File: config.mk
export PLATFORM = sky130hd
export DESIGN_NAME = vl_strip_seq
export DESIGN_NICKNAME = d
export VERILOG_FILES = /design/src/rtl/vlseq_pkg.sv /design/src/rtl/vlseq_grant.sv /design/src/rtl/vlseq_lane_mask.sv /design/src/rtl/vl_strip_seq.sv
export SDC_FILE = /design/constraint.sdc
export NUM_CORES = 1
export LEC_CHECK = 0
export BUFFER_PORTS_ARGS = -buffer_cell sky130_fd_sc_hd__buf_2
export CORE_UTILIZATION = 35
export CTS_CLUSTER_SIZE = 12
export DETAILED_ROUTE_END_ITERATION = 10
export PLACE_DENSITY_LB_ADDON = 0.25
export SLEW_MARGIN = 15
export SYNTH_ARGS = -nofsm -noshare
export SYNTH_HDL_FRONTEND = slang
export SYNTH_SLANG_ARGS = --single-unit
File: constraint.sdc
create_clock -name clk -period 6.08 [get_ports clk]
set_input_delay 0.608 -clock clk [delete_from_list [all_inputs] [get_ports clk]]
set_output_delay 0.608 -clock clk [all_outputs]
set_load 0.005 [all_outputs]
File: src/rtl/vlseq_pkg.sv
package vlseq_pkg;
   typedef enum logic [1:0] {
      ST_IDLE  = 2'd0,
      ST_GRANT = 2'd1,
      ST_ISSUE = 2'd2,
      ST_DONE  = 2'd3
   } seq_state_e;

   // element width select codes
   localparam logic [1:0] EW_64 = 2'd0;
   localparam logic [1:0] EW_32 = 2'd1;
   localparam logic [1:0] EW_16 = 2'd2;
   localparam logic [1:0] EW_8  = 2'd3;

   // log2 of the element size in bytes for a width select
   function automatic logic [1:0] bytes_log2(input logic [1:0] ew);
      return 2'd3 - ew;
   endfunction
endpackage

File: src/rtl/vlseq_grant.sv
module vlseq_grant #(
   parameter int CNT_W = 16,
   parameter int MVL_W = 8
) (
   input  logic [CNT_W-1:0] rem_i,
   input  logic [MVL_W-1:0] mvl64_i,
   input  logic [1:0]       ew_i,
   output logic [CNT_W-1:0] vl_o,
   output logic [CNT_W+2:0] stride_o
);
   import vlseq_pkg::*;

   localparam int EXT_W = (CNT_W > MVL_W + 3) ? CNT_W : MVL_W + 3;

   logic [MVL_W-1:0] mvl_nz;
   logic [EXT_W-1:0] mvl_x;
   logic [EXT_W-1:0] rem_x;
   logic [EXT_W-1:0] vl_x;
   logic [CNT_W+2:0] vl_w;

   always_comb begin
      mvl_nz   = (mvl64_i == '0) ? MVL_W'(1) : mvl64_i;
      mvl_x    = EXT_W'(mvl_nz) << ew_i;
      rem_x    = EXT_W'(rem_i);
      vl_x     = (mvl_x < rem_x) ? mvl_x : rem_x;
      vl_o     = vl_x[CNT_W-1:0];
      vl_w     = {3'b000, vl_o};
      stride_o = vl_w << bytes_log2(ew_i);
   end
endmodule

File: src/rtl/vlseq_lane_mask.sv
module vlseq_lane_mask #(
   parameter int LMAX  = 32,
   parameter int CNT_W = 16,
   parameter int LW    = 6
) (
   input  logic [CNT_W-1:0] base_i,
   input  logic [CNT_W-1:0] vl_i,
   input  logic [LW-1:0]    lanes_i,
   output logic [LMAX-1:0]  en_o
);
   for (genvar g = 0; g < LMAX; g++) begin : g_lane
      logic [CNT_W:0] idx;
      assign idx     = {1'b0, base_i} + (CNT_W+1)'(g);
      assign en_o[g] = (LW'(g) < lanes_i) && (idx < {1'b0, vl_i});
   end
endmodule

File: src/rtl/vl_strip_seq.sv
module vl_strip_seq #(
   parameter int LANES64 = 4,
   parameter int CNT_W   = 16,
   parameter int MVL_W   = 8,
   parameter int LMAX    = LANES64 * 8
) (
   input  logic                 clk,
   input  logic                 rst_n,
   input  logic                 start_valid,
   output logic                 start_ready,
   input  logic [CNT_W-1:0]     n_i,
   input  logic [1:0]           ew_i,
   input  logic [MVL_W-1:0]     mvl64_i,
   output logic                 strip_valid,
   output logic [CNT_W-1:0]     vl_o,
   output logic [CNT_W+2:0]     stride_o,
   output logic                 issue_valid,
   output logic [CNT_W-1:0]     base_o,
   output logic [LMAX-1:0]      lane_en_o,
   output logic                 done_o
);
   import vlseq_pkg::*;

   localparam int LW = $clog2(LMAX) + 1;

   // elaboration checks
   if (!(LANES64 == 2 || LANES64 == 4 || LANES64 == 8)) begin : g_bad_lanes
      $error("LANES64 must be 2, 4 or 8");
   end
   if (LMAX != LANES64 * 8) begin : g_bad_lmax
      $error("LMAX must equal 8*LANES64");
   end
   if (CNT_W < LW + 1) begin : g_bad_cnt
      $error("CNT_W too narrow for the lane count");
   end

   seq_state_e       state_q;
   logic [CNT_W-1:0] rem_q;
   logic [CNT_W-1:0] vl_q;
   logic [CNT_W-1:0] base_q;
   logic [1:0]       ew_q;
   logic [MVL_W-1:0] mvl_q;

   logic [CNT_W-1:0] vl_w;
   logic [CNT_W+2:0] stride_w;
   logic [LW-1:0]    lanes_w;
   logic [LMAX-1:0]  mask_w;
   logic [CNT_W:0]   next_base;
   logic             last_group;

   vlseq_grant #(.CNT_W(CNT_W), .MVL_W(MVL_W)) u_grant (
      .rem_i    (rem_q),
      .mvl64_i  (mvl_q),
      .ew_i     (ew_q),
      .vl_o     (vl_w),
      .stride_o (stride_w)
   );

   vlseq_lane_mask #(.LMAX(LMAX), .CNT_W(CNT_W), .LW(LW)) u_mask (
      .base_i  (base_q),
      .vl_i    (vl_q),
      .lanes_i (lanes_w),
      .en_o    (mask_w)
   );

   always_comb begin
      lanes_w    = LW'(LANES64) << ew_q;
      next_base  = {1'b0, base_q} + (CNT_W+1)'(lanes_w);
      last_group = next_base >= {1'b0, vl_q};
   end

   always_ff @(posedge clk or negedge rst_n) begin
      if (!rst_n) begin
         state_q <= ST_IDLE;
         rem_q   <= '0;
         vl_q    <= '0;
         base_q  <= '0;
         ew_q    <= EW_64;
         mvl_q   <= '0;
      end else begin
         unique case (state_q)
            ST_IDLE: begin
               if (start_valid) begin
                  rem_q   <= n_i;
                  ew_q    <= ew_i;
                  mvl_q   <= mvl64_i;
                  state_q <= ST_GRANT;
               end
            end
            ST_GRANT: begin
               if (vl_w == '0) begin
                  state_q <= ST_DONE;
               end else begin
                  vl_q    <= vl_w;
                  rem_q   <= rem_q - vl_w;
                  base_q  <= '0;
                  state_q <= ST_ISSUE;
               end
            end
            ST_ISSUE: begin
               if (last_group) begin
                  base_q  <= '0;
                  state_q <= (rem_q == '0) ? ST_DONE : ST_GRANT;
               end else begin
                  base_q  <= next_base[CNT_W-1:0];
               end
            end
            ST_DONE: state_q <= ST_IDLE;
            default: state_q <= ST_IDLE;
         endcase
      end
   end

   always_comb begin
      start_ready = (state_q == ST_IDLE);
      strip_valid = (state_q == ST_GRANT);
      issue_valid = (state_q == ST_ISSUE);
      done_o      = (state_q == ST_DONE);
      vl_o        = strip_valid ? vl_w     : '0;
      stride_o    = strip_valid ? stride_w : '0;
      base_o      = issue_valid ? base_q   : '0;
      lane_en_o   = issue_valid ? mask_w   : '0;
   end
endmodule

==> impl_summary.txt, run 1 <==
----------------------------------------------------
[Outcome]
  Outcome ... finished, final reports clean

[CTS]
  Maximum clock path buffer count ... 2
  Total number of H-tree levels ... 3
  TritonCTS clock tree ... yes
  Number of resized instances in the post-cts repair step ... 0
  Buffers inserted by post-CTS timing repair ... 0
  Clock latency of the later-clocked register in the worst-skew pair ... ~0.34 ns
  CTS root buf ... sky130_fd_sc_hd__clkbuf_16
  Clk sink count ... 58
  Number of hold buffers added after cts ... 0
  Number of CTS-inserted buffers ... 9
  CTS clock-pin slew for the worst setup and hold paths ... approximately 0.050 ns

[Drt]
  Overall via count from detail_route ... around 12,000
  DRC violations left ... 0
  Drt pass-1 iters ... 5
  Vias per Instance ... 5.472
  Sum of routed wire length over all layers ... about 42,000 µm
  Antenna viol nets, final ... 0
  Iter 0 DRT Violations ... roughly 620
  Post-DR wirelength/cell ... ~19 µm

[Logic synthesis]
  Count leader, synth ... sky130_fd_sc_hd__ha_1
  Number of register bits inferred by synthesis ... 58
  Multiplexer area fraction after synthesis ... about 2.7%
  Post-synth EDFFs ... 0
  Xor-xnor portion of the synthesized cell area ... a little over an eighth
  Proportion of synthesized flip-flops having asynchronous set or reset ... 100.0%
  Post-synthesis instance area ... between 10,000 and 15,000 µm²
  Fraction of synthesized cell area taken by the top area cell type ... 29.03%
  Post-synthesis cell type count ... 82
  Compound-cell area share of the yosys netlist ... between 20 and 25%
  Arithmetic-cell share of the synthesized area counting full adders, half adders and majority gates ... between 20% and 30%
  Main combinational cell family by area after synthesis ... adder cells
  Top area cells in the synthesized netlist ... sky130_fd_sc_hd__ha_1 (29%), sky130_fd_sc_hd__dfrtp_1 (11%), sky130_fd_sc_hd__xor2_1 (8.2%)
  Synthesis warning total ... 0
  Top cell type by total area after synthesis ... sky130_fd_sc_hd__ha_1
  Post-synth top flop ... sky130_fd_sc_hd__dfrtp_1
  Leading cell types by count after synthesis ... sky130_fd_sc_hd__ha_1 (317), sky130_fd_sc_hd__a21oi_1 (129), sky130_fd_sc_hd__xor2_1 (128)
  Avg Cell Area, Syn ... roughly 8.1 µm²
  Fraction of the yosys area taken by sequential cells ... a little over a tenth
  Synth Area in Simple Gates ... 15.48%
  Synthesized instance count ... ~1,700

[Critical path]
  CP Launch Point ... ew_q[0]
  Required time worst endpoint ... approximately 6.3 ns
  CP Cell Sequence ... nor4b_1, a21bo_2, nor2_1, a21oi_1, ha_1, a21oi_1, nor2_1, a211oi_2, o22ai_2, o21ai_4, mux2i_1, ha_1, a21o_1, a21o_1, a21oi_1, or2b_2, o221ai_2, a21boi_0, o311a_1, a21oi_2
  Highest fanout seen on the critical path ... 19
  Largest stage delay on the critical path ... around 0.65 ns
  Critical Path Slowest Stage Cell ... sky130_fd_sc_hd__dfrtp_1
  Worst r2r src ... ew_q[0]
  Worst EP arrival ... between 5 and 6 ns
  Startpoint Class ... flop
  Start-to-end type of the worst setup path ... reg -> reg
  Nature of the critical path endpoint ... flop
  Most numerous cell on the critical path ... sky130_fd_sc_hd__a21oi_1

[Global routing]
  Number of antenna violations at the first check in global routing ... 0
  Global-route wire length before repair ... roughly 66,000 µm
  Global Route Usage Sum ... between 20% and 30%
  Pin count of the biggest net entering global routing ... a little under 60
  Number of global-route vias before repair ... between 10,000 and 15,000
  Overflow left after global routing ... 0

[STA]
  Worst Max-Slew Pin Slew ... about 1.0 ns
  Hold Fails Final Rpt ... 0
  Period Utilization, post-route ... between 90% and 100%
  Max Freq ... around 0.18 GHz
  Max Slew Vio Count ... 0
  Aggregate negative setup slack ... 0 ns
  Setup skew after layout ... roughly 0.0076 ns
  RSZ-0062 raised after global routing ... no
  Post-Route Hold Slack ... approximately 0.44 ns
  Count of endpoints failing setup in the final report ... 0
  Post-layout minimum cycle time ... between 5 and 6 ns
  Worst-case headroom to the max-slew limit ... 31.05%

[Final layout]
  Filler instances ... roughly 4,100
  Utilization after layout ... between 30% and 40%
  Final design instance area without fill ... 14,950 µm²
  Final net count ... roughly 2,100
  Share of layout cells above drive strength 1 ... a little under an eighth
  Area Growth Syn to Fin ... 9.395%
  Count of antenna diodes in the layout ... 0

[Floorplanning]
  Die outline area ... 39,830 µm²
  Core Box Area ... 38,560 µm²
  Die span in x ... between 150 and 200 µm
  Count of pins on the block boundary ... ~120
  Effective utilization at floorplan ... 35.44%
  Die Y-Extent ... 199.6 µm
  Cell row count ... 72

[Power]
  Highest ir drop seen on vdd ... about 0.00034 V
  Leakage power summed over all cells ... between 0.008 and 0.009 µW
  Power Dens Cells ... approximately 430 nW/µm²

[Placed design]
  Gp weighted congestion ... slightly above 0.9
  Port buffer count ... roughly 100
  Sum of net half-perimeters after detailed placement ... between 30,000 and 40,000 µm
  Placed standard-cell area ... about 15,000 µm²

[Run]
  Max-capacitance violation count ... 0

[Worst hold path]
  Worst hold path type ... in -> async

----------------------------------------------------
-- power breakdown --
part	internal (µW)	switching, µW	total, µW
Clock	348	187	535
Combinational	2140	2980	5120
Sequential	526	226	752
-- final timing paths --
| check | cells past startpoint | slack [ns] | to |
|---|---|---|---|
| max | 20 | 0.48 | rem_q[10] |
| min | 2 | 0.44 | rem_q[10] |
| max reg2reg | 20 | 0.48 | rem_q[10] |
| min reg2reg | 1 | 0.47 | vl_q[6] |
| max in group asynchronous | 2 | 5.06 | base_q[9] |
| min in group clk | 1 | 0.47 | vl_q[6] |
-- cells by family (layout without fill, tap and decap cells) --
family	after synthesis	in the layout
AND/OR/NAND/NOR	433	433
flip-flops	58	58
AO/OA/AOI/OAI	474	474
buffers and inverters	164	210
multiplexers	35	35
other	1	12
XOR/XNOR	214	214
adder cells (fa/ha/maj)	318	318
-- metal layers --
layer | wire length [µm] | GRT usage, % | vias up | share of wire [%]
met5 | 0 | 0 | - | 0
met4 | 1053 | 6.333 | 0 | 2.5
met3 | 1490 | 2.363 | 57 | 3.5
met2 | 20690 | 37.78 | 261 | 49
met1 | 19170 | 26.92 | 5918 | 45
li1 | - | - | 6197 | -
-- cells in the final DEF, fill, tap and decap left out, types with 11 or more instances in the layout --
| master | Yosys | final |
|---|---|---|
| sky130_fd_sc_hd__a211oi_1 | 12 | 12 |
| sky130_fd_sc_hd__a21o_1 | 125 | 125 |
| sky130_fd_sc_hd__a21oi_1 | 129 | 129 |
| sky130_fd_sc_hd__a22o_1 | 11 | 11 |
| sky130_fd_sc_hd__a31oi_1 | 20 | 20 |
| sky130_fd_sc_hd__and2_1 | 25 | 25 |
| sky130_fd_sc_hd__and3_1 | 12 | 12 |
| sky130_fd_sc_hd__buf_2 | 3 | 103 |
| sky130_fd_sc_hd__buf_4 | 13 | 34 |
| sky130_fd_sc_hd__conb_1 | 1 | 12 |
| sky130_fd_sc_hd__dfrtp_1 | 58 | 57 |
| sky130_fd_sc_hd__ha_1 | 317 | 317 |
| sky130_fd_sc_hd__inv_1 | 56 | 56 |
| sky130_fd_sc_hd__mux2_2 | 14 | 14 |
| sky130_fd_sc_hd__mux2i_1 | 21 | 21 |
| sky130_fd_sc_hd__nand2_1 | 110 | 110 |
| sky130_fd_sc_hd__nand2b_1 | 19 | 19 |
| sky130_fd_sc_hd__nand3_1 | 31 | 31 |
| sky130_fd_sc_hd__nand4_1 | 21 | 21 |
| sky130_fd_sc_hd__nor2_1 | 122 | 122 |
| sky130_fd_sc_hd__nor2b_1 | 21 | 21 |
| sky130_fd_sc_hd__nor3_1 | 32 | 32 |
| sky130_fd_sc_hd__o21a_1 | 15 | 15 |
| sky130_fd_sc_hd__o21ai_0 | 81 | 81 |
| sky130_fd_sc_hd__xnor2_1 | 86 | 86 |
| sky130_fd_sc_hd__xor2_1 | 128 | 128 |
-- final cells by class --
class                   count  area (µm²)  share of cell area (%)
multi-input cells        1486       11550                   77.27
flip-flops and latches     58        1453                   9.718
repair buffers            137       770.7                   5.156
well taps                 518       648.1                   4.336
clock buffers              13       270.3                   1.808
inverters                  58       220.2                   1.473
clock inverters             2       35.03                  0.2344
-- worst max-delay path: cells and delay by family (launching register included) --
kind	cells	cell delay, ns
compound gates	13	3.02
fa+ha+maj	2	0.65
flops	1	0.65
mux	1	0.43
simple gates	4	0.75
-- flip-flops by register name, indices dropped and copies added, names as in the netlist --
register	cells
rem_q	16
vl_q	16
base_q	14
mvl_q	8
ew_q	2
state_q	2
-- through the flow --
stage	total power (µW)	setup WS [ns]	std cells
floorplan	4410	1.270	1708
global placement	5767	0.7533	2257
detailed placement	5854	0.5327	2257
CTS	6421	0.5151	2272
global route	7057	0.04150	2272
finish	6412	0.4769	2272
Note: power is estimated with default switching activity, not from simulation.
==> inputs of run 2 (changes only) <==
--- a/config.mk
+++ b/config.mk
@@ -13,4 +13,5 @@
 export SLEW_MARGIN = 15
 export SYNTH_ARGS = -nofsm -noshare
 export SYNTH_HDL_FRONTEND = slang
+export SYNTH_HIERARCHICAL = 1
 export SYNTH_SLANG_ARGS = --single-unit
==> run 2 against run 1 <==
  * Non-clock buffer count grew 59
  * Clock skew grew 0.0015 ns
  * Final cell count grew 55%
  * Sequential cell count is the same
  * Clock power grew 4.9%
  * Total power grew 61%
  * Synthesized cell count grew 56%
  * Die area grew 49%
  * Critical path type unchanged
  * Critical endpoint is now rem_q[14]
  * Largest cell class unchanged
  * Highest routed layer unchanged
==> impl_summary.txt, run 2 <==
----------------------------------------------------
[Outcome]
  Outcome ... finished, final reports clean (unchanged)

[CTS]
  CTS clock-pin slew for the worst setup and hold paths ... 0.06 ns (was 0.05 ns)
  CTS root buf ... sky130_fd_sc_hd__clkbuf_16 (unchanged)
  Clock latency of the later-clocked register in the worst-skew pair ... 0.35 ns (was 0.34 ns)
  Number of hold buffers added after cts ... 0 (unchanged)
  Maximum clock path buffer count ... 2 (unchanged)
  Total number of H-tree levels ... 3 (unchanged)
  Number of CTS-inserted buffers ... 9 (unchanged)
  TritonCTS clock tree ... yes (unchanged)
  Clk sink count ... 58 (unchanged)

[Logic synthesis]
  Leading cell types by count after synthesis ... sky130_fd_sc_hd__ha_1 (477), sky130_fd_sc_hd__nor2_1 (279), sky130_fd_sc_hd__xor2_1 (219) (was sky130_fd_sc_hd__ha_1 (317), sky130_fd_sc_hd__a21oi_1 (129), sky130_fd_sc_hd__xor2_1 (128))
  Avg Cell Area, Syn ... 7.709 µm² (was 8.052 µm²)
  Count leader, synth ... sky130_fd_sc_hd__ha_1 (unchanged)
  Synthesis warning total ... 6 (was 0)
  Post-synthesis instance area ... 20,460 µm² (was 13,660 µm²)
  Post-synth EDFFs ... 0 (unchanged)
  Post-synthesis cell type count ... 81 (was 82)
  Synthesized instance count ... 2,654 (was 1,697)
  Number of register bits inferred by synthesis ... 58 (unchanged)
  Proportion of synthesized flip-flops having asynchronous set or reset ... 100.0% (unchanged)
  Top area cells in the synthesized netlist ... sky130_fd_sc_hd__ha_1 (29%), sky130_fd_sc_hd__xor2_1 (9.4%), sky130_fd_sc_hd__dfrtp_1 (7.1%) (was sky130_fd_sc_hd__ha_1 (29%), sky130_fd_sc_hd__dfrtp_1 (11%), sky130_fd_sc_hd__xor2_1 (8.2%))
  Post-synth top flop ... sky130_fd_sc_hd__dfrtp_1 (unchanged)
  Fraction of the yosys area taken by sequential cells ... 7.094% (was 10.62%)
  Fraction of synthesized cell area taken by the top area cell type ... 29.17% (was 29.03%)
  Top cell type by total area after synthesis ... sky130_fd_sc_hd__ha_1 (unchanged)

[Critical path]
  Highest fanout seen on the critical path ... 25 (was 19)
  Startpoint Class ... flop (unchanged)
  Nature of the critical path endpoint ... flop (unchanged)
  Largest stage delay on the critical path ... 0.43 ns (was 0.65 ns)
  Worst EP arrival ... 5.86 ns (was 5.87 ns)
  Required time worst endpoint ... 6.35 ns (was 6.34 ns)
  Critical Path Slowest Stage Cell ... sky130_fd_sc_hd__a2111o_1 (was sky130_fd_sc_hd__dfrtp_1)
  CP Cell Sequence ... nor4_1, a21oi_1, a211oi_1, ha_1, and2b_2, and2b_2, a2111o_1, a2111oi_4, buf_4, mux2_2, ha_1, fa_1, nor2b_1, o2111ai_1, a21oi_1, o22ai_1, nor4_1, a41oi_1, a31oi_1 (was nor4b_1, a21bo_2, nor2_1, a21oi_1, ha_1, a21oi_1, nor2_1, a211oi_2, o22ai_2, o21ai_4, mux2i_1, ha_1, a21o_1, a21o_1, a21oi_1, or2b_2, o221ai_2, a21boi_0, o311a_1, a21oi_2)
  Start-to-end type of the worst setup path ... reg -> reg (unchanged)

[Floorplanning]
  Count of pins on the block boundary ... 116 (unchanged)
  Effective utilization at floorplan ... 35.46% (was 35.44%)
  Core Box Area ... 57,700 µm² (was 38,560 µm²)
  Die Y-Extent ... 243.8 µm (was 199.6 µm)
  Cell row count ... 88 (was 72)
  Die span in x ... 243.8 µm (was 199.6 µm)
  Die outline area ... 59,430 µm² (was 39,830 µm²)

[Run]
  Max-capacitance violation count ... 0 (unchanged)

[STA]
  Aggregate negative setup slack ... 0 ns (unchanged)
  Worst-case headroom to the max-slew limit ... 23.46% (was 31.05%)
  Hold Fails Final Rpt ... 0 (unchanged)
  Max Freq ... 0.1792 GHz (was 0.1785 GHz)
  Setup skew after layout ... 0.009128 ns (was 0.007611 ns)
  Period Utilization, post-route ... 91.81% (was 92.16%)
  RSZ-0062 raised after global routing ... no (unchanged)
  Worst Max-Slew Pin Slew ... 1.147 ns (was 1.033 ns)
  Max Slew Vio Count ... 0 (unchanged)
  Post-layout minimum cycle time ... 5.582 ns (was 5.603 ns)
  Count of endpoints failing setup in the final report ... 0 (unchanged)

[Drt]
  DRC violations left ... 0 (unchanged)
  Iter 0 DRT Violations ... 2,330 (was 616)
  Vias per Instance ... 6.010 (was 5.472)
  Drt pass-1 iters ... 6 (was 5)
  Sum of routed wire length over all layers ... 90,600 µm (was 42,410 µm)
  Overall via count from detail_route ... 21,200 (was 12,430)
  Post-DR wirelength/cell ... 25.69 µm (was 18.67 µm)
  Antenna viol nets, final ... 0 (unchanged)

[Placed design]
  Port buffer count ... 103 (unchanged)
  Gp weighted congestion ... 1.033 (was 0.9252)
  Sum of net half-perimeters after detailed placement ... 65,090 µm (was 33,380 µm)

[Global routing]
  Global Route Usage Sum ... 29.73% (was 21.34%)
  Number of antenna violations at the first check in global routing ... 0 (unchanged)
  Number of global-route vias before repair ... 20,960 (was 12,150)
  Global-route wire length before repair ... 133,200 µm (was 66,340 µm)
  Overflow left after global routing ... 0 (unchanged)
  Pin count of the biggest net entering global routing ... 59 (unchanged)

[Final layout]
  Share of layout cells above drive strength 1 ... 10.76% (was 11.35%)
  Filler instances ... 6,026 (was 4,070)
  Final net count ... 3,264 (was 2,097)
  Commonest non-fill, non-tap cell in the layout ... sky130_fd_sc_hd__ha_1 (unchanged)
  Area Growth Syn to Fin ... 9.809% (was 9.395%)
  Utilization after layout ... 38.94% (was 38.77%)
  Top Registers ... rem_q x16, vl_q x16, base_q x14 (unchanged)
  Most frequent cells in the layout ... sky130_fd_sc_hd__ha_1 (477), sky130_fd_sc_hd__nor2_1 (277), sky130_fd_sc_hd__xor2_1 (219) (was sky130_fd_sc_hd__ha_1 (317), sky130_fd_sc_hd__a21oi_1 (129), sky130_fd_sc_hd__xor2_1 (128))

[Power]
  Power consumption ... 10,310 µW (was 6412 µW)
  Power Dens Cells ... 458.7 nW/µm² (was 428.9 nW/µm²)
  Highest ir drop seen on vdd ... 0.0003989 V (was 0.0003448 V)
  Leakage power summed over all cells ... 0.01215 µW (was 0.008356 µW)

[Worst hold path]
  Worst hold path type ... in -> async (unchanged)

----------------------------------------------------
run 2: cell types whose count changed in the layout (fill, tap and decap cells not counted), sizes merged, moves of 24 or more:
| cell | delta |
|---|---|
| nand2 | +90 |
| a21oi | +50 |
| xor2 | +91 |
| nor2 | +160 |
| ha | +160 |
| nand3 | +37 |
| buf | +59 |
| inv | +53 |
| and2 | +45 |
| nand4 | +24 |
| xnor2 | +78 |
run 2: worst max-delay path: cells and delay by family, from the launching register on:
family / cells / cell delay [ns]
compound gates: 9 / 2.27
simple gates: 5 / 1.24
fa+ha+maj: 3 / 0.83
flops: 1 / 0.42
mux: 1 / 0.40
buf+inv: 1 / 0.35
run 2: cells by family after synthesis:
kind of cell,Yosys count,share of synthesized area (%)
mux,53,2.789
buf+inv,252,5.296
simple gates,821,19.33
fa+ha+maj,479,29.37
other cells,2,0.03671
flops,58,7.094
xor+xnor,383,16.40
compound gates,606,19.69
run 2: power breakdown:
group          total (µW)  internal (µW)  switching (µW)
sequential            839            547             292
combinational        8910           3360            5540
clock                 561            360             201
total               10300           4270            6040
run 2: path summary, 6_finish.rpt:
path	start	end	slack, ns	cells after the start
min	rst_n	rem_q[3]	0.41	2
max reg2reg	mvl_q[4]	rem_q[14]	0.50	19
min reg2reg	mvl_q[0]	mvl_q[0]	0.51	1
max	mvl_q[4]	rem_q[14]	0.50	19
max in group asynchronous	rst_n	base_q[14]	5.08	2
min in group clk	ew_i[0]	ew_q[0]	0.50	2
run 2: cell type report:
type | instances | area [µm²] | area share [%]
flip-flops and latches | 58 | 1465 | 6.522
inverters | 115 | 431.7 | 1.921
well taps | 765 | 957.2 | 4.260
repair buffers | 196 | 1214 | 5.402
multi-input cells | 2376 | 18080 | 80.46
diodes | 1 | 2.502 | 0.01114
clock inverters | 6 | 90.09 | 0.4010
clock buffers | 10 | 229.0 | 1.019
run 2: repair_timing:
| action | CTS | global route |
|---|---|---|
| gates resized for setup | 0 | 1 |
| setup buffers | 0 | 0 |
| endpoints found under the setup margin | 0 | 2 |
run 2: metal layers:
| metal | up-vias | global-route usage [%] | wire [µm] |
|---|---|---|---|
| met2 | 1111 | 46.16 | 38840 |
| met4 | 0 | 12.63 | 4109 |
| met5 | - | 0 | 0 |
| met1 | 10200 | 39.55 | 38570 |
| met3 | 255 | 6.136 | 9074 |
| li1 | 9628 | - | - |
run 2: through the flow:
stage	area [µm²]	hold slack, ns	instances	setup WS (ns)
4_1_cts	22460	0.4596	3526	0.3923
2_1_floorplan	20580	0.3124	2686	1.068
5_1_grt	22460	0.4936	3526	0.01591
3_3_place_gp	22140	0.4934	3510	0.4495
3_5_place_dp	22140	0.5035	3510	0.4072
6_report	22470	0.4143	3527	0.4981
==> inputs of run 3 (changes only) <==
--- a/config.mk
+++ b/config.mk
@@ -10,6 +10,7 @@
 export CTS_CLUSTER_SIZE = 12
 export DETAILED_ROUTE_END_ITERATION = 10
 export PLACE_DENSITY_LB_ADDON = 0.25
+export SETUP_SLACK_MARGIN = 0.05
 export SLEW_MARGIN = 15
 export SYNTH_ARGS = -nofsm -noshare
 export SYNTH_HDL_FRONTEND = slang
==> constraint.sdc (replaced) <==
create_clock -name clk -period 5.7 [get_ports clk]
set_input_delay 0.57 -clock clk [delete_from_list [all_inputs] [get_ports clk]]
set_output_delay 0.57 -clock clk [all_outputs]
set_load 0.005 [all_outputs]
==> run 3 against run 2 <==
  * First-iteration DRC count down 7.9%
  * Clock power down 2%
  * Final cell count up 0.48%
  * Clock-buffer cell count unchanged
  * Non-clock buffer count up 18
  * Routed wire length up 1.5%
  * Die area unchanged
  * Via count up 0.37%
  * Critical path depth down 5
  * Global-route usage up 0.65 points
  * Total power up 7.2%
  * Critical path type is now reg -> out
  * Sequential share of layout area about the same
==> impl_summary.txt, run 3 (synthesis results as in run 2) <==
----------------------------------------------------
[Outcome]
  Outcome ... finished, final reports clean (unchanged)

[CTS]
  Clk sink count ... 58 (unchanged)
  Number of CTS-inserted buffers ... 9 (unchanged)
  Total number of H-tree levels ... 3 (unchanged)
  CTS root buf ... sky130_fd_sc_hd__clkbuf_16 (unchanged)
  TritonCTS clock tree ... yes (unchanged)
  Maximum clock path buffer count ... 2 (unchanged)
  CTS clock-pin slew for the worst setup and hold paths ... 0.06 ns (about the same)
  Clock latency of the later-clocked register in the worst-skew pair ... 0.34 ns (was 0.35 ns)
  Number of hold buffers added after cts ... 0 (unchanged)

[Floorplanning]
  Count of pins on the block boundary ... 116 (unchanged)
  Die Y-Extent ... 243.8 µm (unchanged)
  Die outline area ... 59,430 µm² (unchanged)
  Cell row count ... 88 (unchanged)
  Die span in x ... 243.8 µm (unchanged)
  Effective utilization at floorplan ... 35.46% (unchanged)
  Core Box Area ... 57,700 µm² (unchanged)

[Final layout]
  Layout Cells excl Fill ... 3,544 (was 3,527)
  Top Registers ... rem_q x16, vl_q x16, base_q x14 (unchanged)
  Commonest non-fill, non-tap cell in the layout ... sky130_fd_sc_hd__ha_1 (unchanged)
  Final net count ... 3,282 (was 3,264)
  Filler instances ... 6,083 (was 6,026)
  Share of layout cells above drive strength 1 ... 11.30% (was 10.76%)
  Area Growth Syn to Fin ... 10.45% (was 9.809%)
  Most frequent cells in the layout ... sky130_fd_sc_hd__ha_1 (477), sky130_fd_sc_hd__nor2_1 (278), sky130_fd_sc_hd__xor2_1 (219) (was sky130_fd_sc_hd__ha_1 (477), sky130_fd_sc_hd__nor2_1 (277), sky130_fd_sc_hd__xor2_1 (219))
  Count of antenna diodes in the layout ... 0 (was 1)

[STA]
  Max Freq ... 0.1870 GHz
  Hold Fails Final Rpt ... 0 (unchanged)
  Period Utilization, post-route ... 93.80%
  Count of endpoints failing setup in the final report ... 0 (unchanged)
  Worst-case headroom to the max-slew limit ... 26.08% (was 23.46%)
  Post-layout minimum cycle time ... around 5.3 ns
  Aggregate negative setup slack ... 0 ns (unchanged)
  Worst Max-Slew Pin Slew ... 1.103 ns (was 1.147 ns)
  RSZ-0062 raised after global routing ... no (unchanged)
  Setup skew after layout ... 0.01122 ns (was 0.009128 ns)
  Post-Route Hold Slack ... 0.3916 ns (was 0.4143 ns)
  Max Slew Vio Count ... 0 (unchanged)

[Power]
  Power Dens Cells ... 488.9 nW/µm² (was 458.7 nW/µm²)
  Sw Pwr ... 6474 µW (was 6035 µW)
  Switching share of power ... 58.60% (was 58.56%)
  Combinational group share of total power ... 87.3% (was 86.4%)
  Portion of total power attributed to the clock network ... 5.0% (was 5.4%)
  Highest ir drop seen on vdd ... 0.0003448 V (was 0.0003989 V)
  Power consumption ... 11,050 µW (was 10,310 µW)
  Sequential share of power ... 7.8% (was 8.1%)
  Leakage power summed over all cells ... 0.01223 µW (was 0.01215 µW)
  Internal power consumption ... 4573 µW (was 4271 µW)

[Critical path]
  Required time worst endpoint ... 5.13 ns (was 6.35 ns)
  Critical path depth ... 14 (was 19)
  CP Cell Sequence ... inv_1, ha_1, a21bo_2, a21oi_1, nor2_1, xor2_1, ha_1, and4_1, a221oi_1, o21ai_0, o211a_1, a2111oi_0, and2_1, buf_2 (was nor4_1, a21oi_1, a211oi_1, ha_1, and2b_2, and2b_2, a2111o_1, a2111oi_4, buf_4, mux2_2, ha_1, fa_1, nor2b_1, o2111ai_1, a21oi_1, o22ai_1, nor4_1, a41oi_1, a31oi_1)
  CP Buf/Inv Count ... 2 (was 1)
  Most numerous cell on the critical path ... sky130_fd_sc_hd__ha_1
  Number of cells traversed by the worst register-to-register path ... 20 (was 19)
  Nature of the critical path endpoint ... primary output (was flop)
  Startpoint Class ... flop (unchanged)
  Largest stage delay on the critical path ... 0.71 ns (was 0.43 ns)
  Critical path's top delay family ... compound AO/OA/AOI/OAI gates (unchanged)
  Start-to-end type of the worst setup path ... reg -> out (was reg -> reg)
  Critical Path Slowest Stage Cell ... sky130_fd_sc_hd__a2111oi_0 (was sky130_fd_sc_hd__a2111o_1)
  Worst EP arrival ... 4.78 ns (was 5.86 ns)
  Highest fanout seen on the critical path ... 6 (was 25)

[Placed design]
  Port buffer count ... 103 (unchanged)
  DP Cell Count ... 3,527 (was 3,510)
  Gp weighted congestion ... 1.037 (was 1.033)
  Sum of net half-perimeters after detailed placement ... 67,710 µm (was 65,090 µm)

[Drt]
  Iter 0 DRT Violations ... 2,146 (was 2,330)
  Antenna viol nets, final ... 0 (unchanged)
  Vias per Instance ... 6.003 (was 6.010)
  Drt pass-1 iters ... 6 (unchanged)
  Sum of routed wire length over all layers ... 91,980 µm (was 90,600 µm)
  DRC violations left ... 0 (unchanged)
  Post-DR wirelength/cell ... 25.95 µm (was 25.69 µm)
  Overall via count from detail_route ... 21,270 (was 21,200)

[Run]
  Max-capacitance violation count ... 0 (unchanged)

[Worst hold path]
  Worst hold path type ... in -> async (unchanged)

[Global routing]
  Number of antenna violations at the first check in global routing ... 2 (was 0)
  Pin count of the biggest net entering global routing ... 59 (unchanged)
  Global Route Usage Sum ... 30.38% (was 29.73%)
  Number of global-route vias before repair ... 21,420 (was 20,960)
  Global-route wire length before repair ... 136,600 µm (was 133,200 µm)
  Overflow left after global routing ... 0 (unchanged)

----------------------------------------------------
-- run 3: through the flow --
stage | setup WS (ns) | cell area (µm²) | util (%)
after global placement | 0.3646 | 22290 | 38.63
after floorplan | 0.6879 | 20580 | -
after global routing | 0.05816 | 22600 | 39.17
after CTS | 0.2804 | 22590 | 39.15
final | 0.3532 | 22600 | 39.17
after detailed placement | 0.3163 | 22290 | 38.63
-- run 3: per-layer routing --
metal | up-vias | global-route usage [%] | wire length (µm)
met5 | - | 0 | 0
met1 | 10250 | 40.99 | 39670
met3 | 259 | 5.166 | 8566
li1 | 9679 | - | -
met4 | 0 | 12.92 | 4552
met2 | 1082 | 47.30 | 39190
-- run 3: what timing repair did --
| item | 4_1_cts | 5_1_grt |
|---|---|---|
| endpoints found under the setup margin | 0 | 5 |
| setup buffers | 0 | 1 |
| gates resized for setup | 0 | 1 |
-- run 3: final cells by class --
class                           count  area, µm²  share of cell area (%)
Multi-Input combinational cell   2376      18070                   79.98
Tap cell                          765      957.2                   4.236
Clock inverter                      6      67.56                  0.2990
Sequential cell                    58       1465                   6.484
Clock buffer                       10      229.0                   1.013
Timing Repair Buffer              214       1374                   6.079
Inverter                          115      431.7                   1.910
-- run 3: power by group through the flow --
stage | clock [µW] | combinational [µW] | sequential (µW)
detailed placement | 0 | 9370 | 860
CTS | 555 | 9410 | 852
floorplan | 0 | 6250 | 756
finish | 549 | 9640 | 858
global route | 572 | 10500 | 883
global placement | 0 | 9100 | 852
-- run 3: worst register-to-register path, delay by kind of cell (launching register included) --
family	cells	cell delay (ns)
adders and majority gates	2	0.41
and+or+nand+nor	5	0.94
muxes	2	0.51
DFF	1	0.42
AOI/OAI and AO/OA	8	2.39
buffers and inverters	3	0.48
-- run 3: final timing paths --
check / startpoint / endpoint / slack (ns)
hold reg to reg: vl_q[4] / vl_q[4] / 0.51
setup reg to reg: mvl_q[4] / rem_q[15] / 0.47
min in group clk: mvl64_i[3] / mvl_q[3] / 0.46
hold / removal: rst_n / rem_q[14] / 0.39
max in group asynchronous: rst_n / base_q[6] / 4.69
setup / recovery: base_q[3] / lane_en_o[29] / 0.35
